--- src/rtl/wdt_pkg.sv ---
package wdt_pkg;

    localparam int DATA_W   = 32;
    localparam int ADDR_W   = 8;
    localparam int CNT_W    = 2 * DATA_W;
    localparam int PS_W     = 8;
    localparam int MODE_W   = 2;
    localparam int PS_MIN   = 2;

    localparam logic [ADDR_W-1:0] OFF_SEL  = 8'h00;
    localparam logic [ADDR_W-1:0] OFF_CTRL = 8'h10;
    localparam logic [ADDR_W-1:0] OFF_LO   = 8'h14;
    localparam logic [ADDR_W-1:0] OFF_HI   = 8'h18;

    localparam int EN_BIT   = 0;
    localparam int ACT_BIT  = 1;
    localparam int MODE_LSB = 2;
    localparam int PS_LSB   = 8;

    typedef enum logic [MODE_W-1:0] {
        MODE_ONESHOT = 2'd0,
        MODE_RSVD1   = 2'd1,
        MODE_RSVD2   = 2'd2,
        MODE_RSVD3   = 2'd3
    } mode_e;

    typedef struct packed {
        logic [PS_W-1:0] ps;
        mode_e           mode;
        logic            en;
    } ctrl_t;

    typedef struct packed {
        logic start;
        logic stop;
    } cmd_t;

    function automatic logic [PS_W-1:0] eff_ps(input logic [PS_W-1:0] raw);
        return (raw < PS_W'(PS_MIN)) ? PS_W'(PS_MIN) : raw;
    endfunction

    function automatic ctrl_t word_to_ctrl(input logic [DATA_W-1:0] w);
        ctrl_t c;
        c.en   = w[EN_BIT];
        c.mode = mode_e'(w[MODE_LSB +: MODE_W]);
        c.ps   = w[PS_LSB +: PS_W];
        return c;
    endfunction

    function automatic logic [DATA_W-1:0] ctrl_to_word(input ctrl_t c, input logic act);
        logic [DATA_W-1:0] w;
        w                    = '0;
        w[EN_BIT]            = c.en;
        w[ACT_BIT]           = act;
        w[MODE_LSB +: MODE_W] = c.mode;
        w[PS_LSB +: PS_W]    = c.ps;
        return w;
    endfunction

endpackage

--- src/rtl/wdt_regs.sv ---
module wdt_regs
    import wdt_pkg::*;
(
    input  logic              clk,
    input  logic              rst,
    input  logic              wr_en,
    input  logic              rd_en,
    input  logic [ADDR_W-1:0] addr,
    input  logic [DATA_W-1:0] wdata,
    input  logic              active,
    output logic [DATA_W-1:0] rdata,
    output ctrl_t             ctrl,
    output logic [CNT_W-1:0]  load,
    output logic [DATA_W-1:0] sel,
    output cmd_t              cmd
);

    ctrl_t             ctrl_q;
    ctrl_t             ctrl_new;
    logic [DATA_W-1:0] lo_q;
    logic [DATA_W-1:0] hi_q;
    logic [DATA_W-1:0] sel_q;
    logic              wr_ctrl;
    logic              unused_wbits;

    assign wr_ctrl  = wr_en && (addr == OFF_CTRL);
    assign ctrl_new = word_to_ctrl(wdata);
    assign unused_wbits = ^{wdata[DATA_W-1:PS_LSB+PS_W], wdata[PS_LSB-1:MODE_LSB+MODE_W], wdata[ACT_BIT]};

    always_comb begin
        cmd.start = wr_ctrl && ctrl_new.en && !ctrl_q.en && (ctrl_new.mode == MODE_ONESHOT);
        cmd.stop  = wr_ctrl && !ctrl_new.en && ctrl_q.en;
    end

    always_ff @(posedge clk) begin
        if (rst) begin
            ctrl_q <= '0;
            lo_q   <= '0;
            hi_q   <= '0;
            sel_q  <= '0;
        end else if (wr_en) begin
            case (addr)
                OFF_CTRL: ctrl_q <= ctrl_new;
                OFF_LO:   lo_q   <= wdata;
                OFF_HI:   hi_q   <= wdata;
                OFF_SEL:  sel_q  <= wdata;
                default:  ;
            endcase
        end
    end

    always_comb begin
        rdata = '0;
        if (rd_en) begin
            case (addr)
                OFF_CTRL: rdata = ctrl_to_word(ctrl_q, active);
                OFF_LO:   rdata = lo_q;
                OFF_HI:   rdata = hi_q;
                OFF_SEL:  rdata = sel_q;
                default:  rdata = '0;
            endcase
        end
    end

    assign ctrl = ctrl_q;
    assign load = {hi_q, lo_q};
    assign sel  = sel_q;


    start_from_idle_chk: assert property (@(posedge clk) disable iff (rst)
        cmd.start |=> ctrl_q.en && (ctrl_q.mode == MODE_ONESHOT));


    ctrl_hold_chk: assert property (@(posedge clk) disable iff (rst)
        !(wr_en && addr == OFF_CTRL) |=> $stable(ctrl_q));

endmodule

--- src/rtl/wdt_prescaler.sv ---
module wdt_prescaler
    import wdt_pkg::*;
(
    input  logic            clk,
    input  logic            rst,
    input  logic            run,
    input  logic            clear,
    input  logic [PS_W-1:0] ps_raw,
    output logic            tick
);

    logic [PS_W-1:0] pcnt_q;
    logic [PS_W-1:0] ps_eff;

    assign ps_eff = eff_ps(ps_raw);
    assign tick   = run && (pcnt_q >= ps_eff - PS_W'(1));

    always_ff @(posedge clk) begin
        if (rst || clear || !run) begin
            pcnt_q <= '0;
        end else if (tick) begin
            pcnt_q <= '0;
        end else begin
            pcnt_q <= pcnt_q + PS_W'(1);
        end
    end


    tick_gap_chk: assert property (@(posedge clk) disable iff (rst)
        tick |=> !tick);

endmodule

--- src/rtl/wdt_counter.sv ---
module wdt_counter
    import wdt_pkg::*;
(
    input  logic             clk,
    input  logic             rst,
    input  logic             start,
    input  logic             stop,
    input  logic             tick,
    input  logic [CNT_W-1:0] load,
    output logic             active,
    output logic             expire
);

    logic [CNT_W-1:0] cnt_q;
    logic             active_q;
    logic             expire_q;

    always_ff @(posedge clk) begin
        if (rst) begin
            cnt_q    <= '0;
            active_q <= 1'b0;
            expire_q <= 1'b0;
        end else begin
            expire_q <= 1'b0;
            if (start) begin
                cnt_q <= load;
                if (load == '0) begin
                    active_q <= 1'b0;
                    expire_q <= 1'b1;
                end else begin
                    active_q <= 1'b1;
                end
            end else if (stop) begin
                active_q <= 1'b0;
            end else if (active_q && tick) begin
                cnt_q <= cnt_q - CNT_W'(1);
                if (cnt_q == CNT_W'(1)) begin
                    active_q <= 1'b0;
                    expire_q <= 1'b1;
                end
            end
        end
    end

    assign active = active_q;
    assign expire = expire_q;


    load_on_start_chk: assert property (@(posedge clk) disable iff (rst)
        (start && load != '0) |=> active_q && (cnt_q == $past(load)));


    zero_load_chk: assert property (@(posedge clk) disable iff (rst)
        (start && load == '0) |=> expire_q && !active_q);


    stop_clear_chk: assert property (@(posedge clk) disable iff (rst)
        stop |=> !active_q && !expire_q);


    expire_pulse_chk: assert property (@(posedge clk) disable iff (rst)
        expire_q |=> !expire_q);


    expire_idle_chk: assert property (@(posedge clk) disable iff (rst)
        expire_q |-> !active_q);


    count_hold_chk: assert property (@(posedge clk) disable iff (rst)
        (active_q && !tick && !start && !stop) |=> $stable(cnt_q));

endmodule

--- src/rtl/wdog_timer.sv ---
module wdog_timer
    import wdt_pkg::*;
#(
    parameter int TIMER_IDX = 1
) (
    input  logic              clk,
    input  logic              rst,
    input  logic              wr_en,
    input  logic              rd_en,
    input  logic [ADDR_W-1:0] addr,
    input  logic [DATA_W-1:0] wdata,
    output logic [DATA_W-1:0] rdata,
    output logic              rst_req
);

    ctrl_t             ctrl;
    cmd_t              cmd;
    logic [CNT_W-1:0]  load;
    logic [DATA_W-1:0] sel;
    logic              active;
    logic              expire;
    logic              tick;

    wdt_regs u_regs (
        .clk    (clk),
        .rst    (rst),
        .wr_en  (wr_en),
        .rd_en  (rd_en),
        .addr   (addr),
        .wdata  (wdata),
        .active (active),
        .rdata  (rdata),
        .ctrl   (ctrl),
        .load   (load),
        .sel    (sel),
        .cmd    (cmd)
    );

    wdt_prescaler u_pre (
        .clk    (clk),
        .rst    (rst),
        .run    (active),
        .clear  (cmd.start),
        .ps_raw (ctrl.ps),
        .tick   (tick)
    );

    wdt_counter u_cnt (
        .clk    (clk),
        .rst    (rst),
        .start  (cmd.start),
        .stop   (cmd.stop),
        .tick   (tick),
        .load   (load),
        .active (active),
        .expire (expire)
    );

    assign rst_req = expire && sel[TIMER_IDX];


    req_needs_run_chk: assert property (@(posedge clk) disable iff (rst)
        rst_req |-> !active);

endmodule

--- config.mk ---
export PLATFORM = sky130hd
export DESIGN_NAME = wdog_timer
export DESIGN_NICKNAME = d
export VERILOG_FILES = /design/src/rtl/wdt_pkg.sv /design/src/rtl/wdt_regs.sv /design/src/rtl/wdt_prescaler.sv /design/src/rtl/wdt_counter.sv /design/src/rtl/wdog_timer.sv
export SDC_FILE = /design/constraint.sdc
export NUM_CORES = 1
export LEC_CHECK = 0
export ABC_AREA = 1
export CORE_UTILIZATION = 50
export CTS_BUF_LIST = sky130_fd_sc_hd__clkbuf_8
export DETAILED_ROUTE_END_ITERATION = 8
export GPL_ROUTABILITY_DRIVEN = 0
export PLACE_DENSITY = 0.7
export SYNTH_ARGS = -nofsm -noshare
export SYNTH_HDL_FRONTEND = slang
export SYNTH_SLANG_ARGS = --single-unit
--- constraint.sdc ---
create_clock -name clk -period 3.29 [get_ports clk]
set_input_delay 0.658 -clock clk [delete_from_list [all_inputs] [get_ports clk]]
set_output_delay 0.658 -clock clk [all_outputs]
set_load 0.03 [all_outputs]
---- After elaboration in Yosys (flattened, before gate mapping) ----
Cells that the tools add are included.
storage, ports and cells
  input bits .............................. 44
  logic and storage cells ................. 63
  register bits after elaboration ......... 181
  output and inout bits ................... 33
cells by class
  equal/unequal tests ..................... 5
  order comparisons ....................... 2
  muxes and demuxes ....................... 16
  reductions and logical operators ........ 27
  $add $sub $neg .......................... 3
operator list
  operator               number
  $mux 64                3
  $pmux 32 s4            1
  $eq 64x1->1 const B    1
  $logic_not 64->1       1
  $sub 64x1->64 const B  1
  $mux 32                1
  $eq 8x5->1 const B     3
  $reduce_and 2->1       6
  $mux 1                 10
  $logic_and 1x1->1      9
  $add 8x1->8 const B    1
  $ge 8x8->1             1
  $logic_not 8->1        1
  $lt 8x2->1 const B     1
  $mux 8                 1
  $sub 8x1->8 const B    1
  $reduce_bool 3->1      2
  $logic_not 1->1        3
  $logic_not 2->1        1
  $logic_or 1x1->1       2
  $ne 2x2->1 const B     1
  $reduce_bool 2->1      1
  $reduce_or 2->1        1

---- Longest topological paths before layout ----
  depth after elaboration ................. 9
  mapped depth ............................ 20
  depth with buffers taken out ............ 19

---- Modules after synthesis ----
Synthesis repeated with hierarchy kept, for this count alone.
second synthesis, totals
  cell total of the unflattened synthesis .. 1,704
  area total of the unflattened synthesis .. 10,887.9 sq um
by module, submodules not included
  module         area an instance (sq um)  seq. area each (sq um)  times used  cells an instance
  wdt_counter    5,123.7                   1,321.3                 1           845
  wdt_regs       5,068.6                   2,142.1                 1           759
  wdt_prescaler  688.2                     160.2                   1           98
  wdog_timer     7.5                       0.0                     1           2

---- Least setup slack after synthesis ----
OpenSTA, ideal clock, no wires.
  path type ............................... input -> output
  start ................................... input addr[6]
  end ..................................... output rdata[19]
  data arrival time ....................... 2.092 ns
  data required time ...................... 2.632 ns
  buffers on the path ..................... 2
  stages on the path ...................... 9
  path slack .............................. 0.540 ns
  cell sequence ........................... inv_1 nand2_1 nor2_4 nand2_4 buf_6 inv_2 o21ai_0 buf_2 a31oi_1
between the ends
  cells in the longest elaborated chain, start to end .. 3
  elaborated cells on any way between the ends .. 6
  classes of those cells .................. eq/ne: 3; mux: 2; reduce/logical: 1
RTL lines
  what                                                  RTL line          source
  from (decl)                                           wdog_timer.sv:10  input logic [ADDR_W-1:0] addr,
  $eq 8x5->1 / $logic_not 8->1 (equally long branches)  wdt_regs.sv:55    case (addr)
  $pmux 32 s4 (*)                                       wdt_regs.sv:55
  $mux 32 (*)                                           wdt_regs.sv:54    if (rd_en) begin
  to (decl)                                             wdog_timer.sv:12  output logic [DATA_W-1:0] rdata,
Mark *: on every way between the ends. The rest lies on a longest branch, timed or not.

---- Worst setup path in the final report ----
  start ................................... input addr[3]
  end ..................................... output rdata[4]
Same word-level chain as after synthesis.

==> metrics.md <==
| Metric | Value |
|---|---|
| Buffers and inverters on the worst path | `5` |
| Top Usage Layer GRT | `met2` |
| Critical Path Max Stage Delay | `480 ps` |
| Starting density of the core | `51.20%` |
| Average vias per placed instance | `5.649` |
| CTS H-tree lvls | `4` |
| Final Cycle Share | `94.91%` |
| Final Cell Area | `0.01182 mm2` |
| Fill count | `2076` |
| Type of element launching the critical path | `input port` |
| Synth top cells by count | `nand2_1, nor2_1, dfxtp_1` |
| Core region area | `0.02030 mm2` |
| Average cell area after synthesis | `6.318 um2` |
| CP max stage cell | `clkdlybuf4s50_1` |
| Gate Count Post-Synth | `1645` |
| Final core utilization | `58.21%` |
| Type of element capturing the critical path | `output pin` |
| Number of sinks driven by the clock tree | `181` |
| Maximum vdd ir drop | `0.0002479 V` |
| Number of iterations in the first detailed-routing pass | `6` |
| EDFF count, synth | `0` |
| Root buffer selected by CTS | `clkbuf_8` |
| Via count of the first global-routing pass | `9995` |
| Via count | `11160` |
| CP Data Arrival Time | `2460 ps` |
| Final Max Slew Viols | `0` |
| Power Density | `340.9 mW/mm2` |
| Setup repair after global routing missed its margin | `false` |
| Top-count cell post-synth | `nand2_1` |
| Largest net degree at the start of global routing | `85` |
| Remaining antenna violation count | `0` |
| Worst Path Required | `2630 ps` |
| Reg-to-reg slack, setup | `360 ps` |
| Ranking of synthesized cells by area | `dfxtp_1, nand2_1, nor2_1, o21ai_0, a21oi_1` |
| Transition time at the pin with the least slew margin | `680.5 ps` |
| Number of antenna diodes | `0` |
| Cell type with the highest aggregate area in the netlist | `dfxtp_1` |
| Switching pwr | `1.155 mW` |
| Cts bufs inserted | `17` |
| Area used by multi-input combinational logic | `0.005829 mm2` |
| Later-pin clock latency in the skew report | `500 ps` |
| Power share of the combinational group | `5.0%` |
| Maximum root-to-sink buffer count | `2` |
| GR met2 Demand/Resource | `47.81%` |
| Clock edge transition at the registers on the reported setup and hold paths | `100 ps` |
| Primary FF master, synth | `dfxtp_1` |
| Leakage Power | `5.382 nW` |
| Sequential share of power | `54.5%` |
| Fraction of power spent switching nets | `28.69%` |
| Fin. Hold Viols | `0` |
| Max-cap check violation count | `0` |
| CTS tree | `done` |
| Antenna violations before repair | `0` |
| Share of the synthesized area in the top cell type | `34.87%` |
| Critical Path Fanout Max | `15` |
| Clock network fraction of design power | `40.5%` |
| Synth async-reset ratio | `0%` |
| Routed wire per std cell | `17.75 um` |
| Resized cells post-CTS | `0` |
| Crit Path Category | `in -> out` |
| Total nets after synthesis | `1701` |
| Count of distinct cell types in the synthesized netlist | `39` |
| Path category of the worst min-delay check | `reg -> reg` |
| Result of the run | `finished clean` |
| NumNets Final | `1749` |
| HPWL reported at the end of detailed placement | `25850 um` |
| Final Power | `4.028 mW` |
| Number of hold-repair buffers added at the cts stage | `0` |
| Sequential element share of the synthesized area | `34.87%` |
| Area used by sequential logic in the layout | `0.003623 mm2` |
| Die footprint | `0.02137 mm2` |
| # placed instances | `1943` |
| Total of flip-flops plus latches after synthesis | `181` |
| Fraction of layout cells with a size suffix above 1 | `7.386%` |
| Internal portion of total power | `2.872 mW` |
| GRT overflow | `0` |
| Gr usage total | `32.83%` |
| Remaining max-slew budget at the tightest pin | `54.57%` |
| Worst clock skew on the final layout | `19.05 ps` |
| Post-detailed-routing wire length | `35080 um` |
| Number of top-level pins | `77` |
| Sum of negative setup slack | `0 ps` |
| Drt first-iter violations | `1175` |
| Met3 usage | `7.688%` |
| Peak Freq | `0.3202 GHz` |
| Warning count from the yosys run | `0` |
| Port Buffers | `76` |
| Post-route insts no fill | `1976` |
| Largest delay contributor family on the critical path | `buffers and inverters` |
| Area Growth Syn to Fin | `13.70%` |
| Die width | `146.2 um` |
| Synthesized cell area | `0.01039 mm2` |
| Final setup violating endpoints | `0` |
| Die extent in y | `146.2 um` |
| Post-Place Cell Area | `0.01135 mm2` |
| Period minus WS final | `3123 ps` |
| Row count | `52` |
| Number of DRC violations after detailed routing | `0` |
| Met1 demand-to-capacity share in global routing | `46.47%` |
| Post CTS Setup Buffer Count | `0` |
| Cell Chain, Critical Path | `clkdlybuf4s50_1, inv_1, nor3_1, nand2_1, inv_1, buf_4, nand2_1, a31oi_1, buf_4` |
| Wire length of the first global-routing pass | `54880 um` |
-- power groups by stage --
stage,logic [mW],registers [mW],clock network [mW]
2_1_floorplan,0.0912,2.24,0
3_3_place_gp,0.197,2.25,0
3_5_place_dp,0.198,2.25,0
4_1_cts,0.198,2.20,1.65
5_1_grt,0.218,2.20,1.74
6_report,0.202,2.20,1.63
-- flip-flops by register name, indices dropped and copies added, names as in the netlist --
signal        cells
u_cnt.cnt_q      64
u_regs.hi_q      32
u_regs.lo_q      32
u_regs.sel       32
u_regs.ctrl      11
u_pre.pcnt_q      8
u_cnt.active      1
u_cnt.expire      1
-- final cells by class --
cell class | instances | share of cell area [%]
Clock inverter | 15 | 1.715
Timing Repair Buffer | 105 | 8.556
Multi-Input combinational cell | 1234 | 49.33
Clock buffer | 17 | 1.980
Tap cell | 270 | 2.859
Sequential cell | 181 | 30.67
Inverter | 154 | 4.892
-- cells in the final DEF (no fill, tap or decap), types with 9 or more instances in the layout --
cell type	n
nand3b_1	14
nand2_1	372
a21oi_1	134
o21ai_0	146
xnor2_1	15
xor2_1	18
nor2_1	321
clkbuf_8	17
ha_1	12
nand4_1	17
buf_4	52
clkdlybuf4s50_1	43
inv_1	146
dfxtp_1	181
a31oi_1	9
o22ai_1	11
o21ai_1	9
nand3_1	85
a221oi_1	16
-- logic make-up (layout without fill, tap and decap cells) --
group,count (synthesis),count (layout),synth area share (%)
simple gates,850,850,34.06
compound gates,339,339,17.66
buf+inv,230,291,9.186
flops,181,181,34.87
xor+xnor,33,33,2.781
fa+ha+maj,12,12,1.445
-- final timing paths --
path	startpoint	to	cells after the start
worst max-delay path	addr[3]	rdata[4]	9
worst min-delay path	u_pre.pcnt_q[0]	u_pre.pcnt_q[0]	1
worst max register to register	u_regs.ctrl[6]	u_cnt.cnt_q[0]	18
worst min register to register	u_pre.pcnt_q[0]	u_pre.pcnt_q[0]	1
-- per-stage QoR --
step,hold slack (ps),setup slack [ps]
after floorplan,429.7,540.3
after CTS,477.6,188.5
final,478.0,167.3
after global placement,442.5,292.8
after detailed placement,452.3,219.2
after global routing,494.9,1.144
-- metal layers --
| metal | part of all wire [%] | routed length (um) |
|---|---|---|
| met5 | 0 | 0 |
| met3 | 9.5 | 3346 |
| met1 | 45 | 15760 |
| met2 | 42 | 14760 |
| met4 | 3.4 | 1210 |
Note: power is estimated with default switching activity, not from simulation.
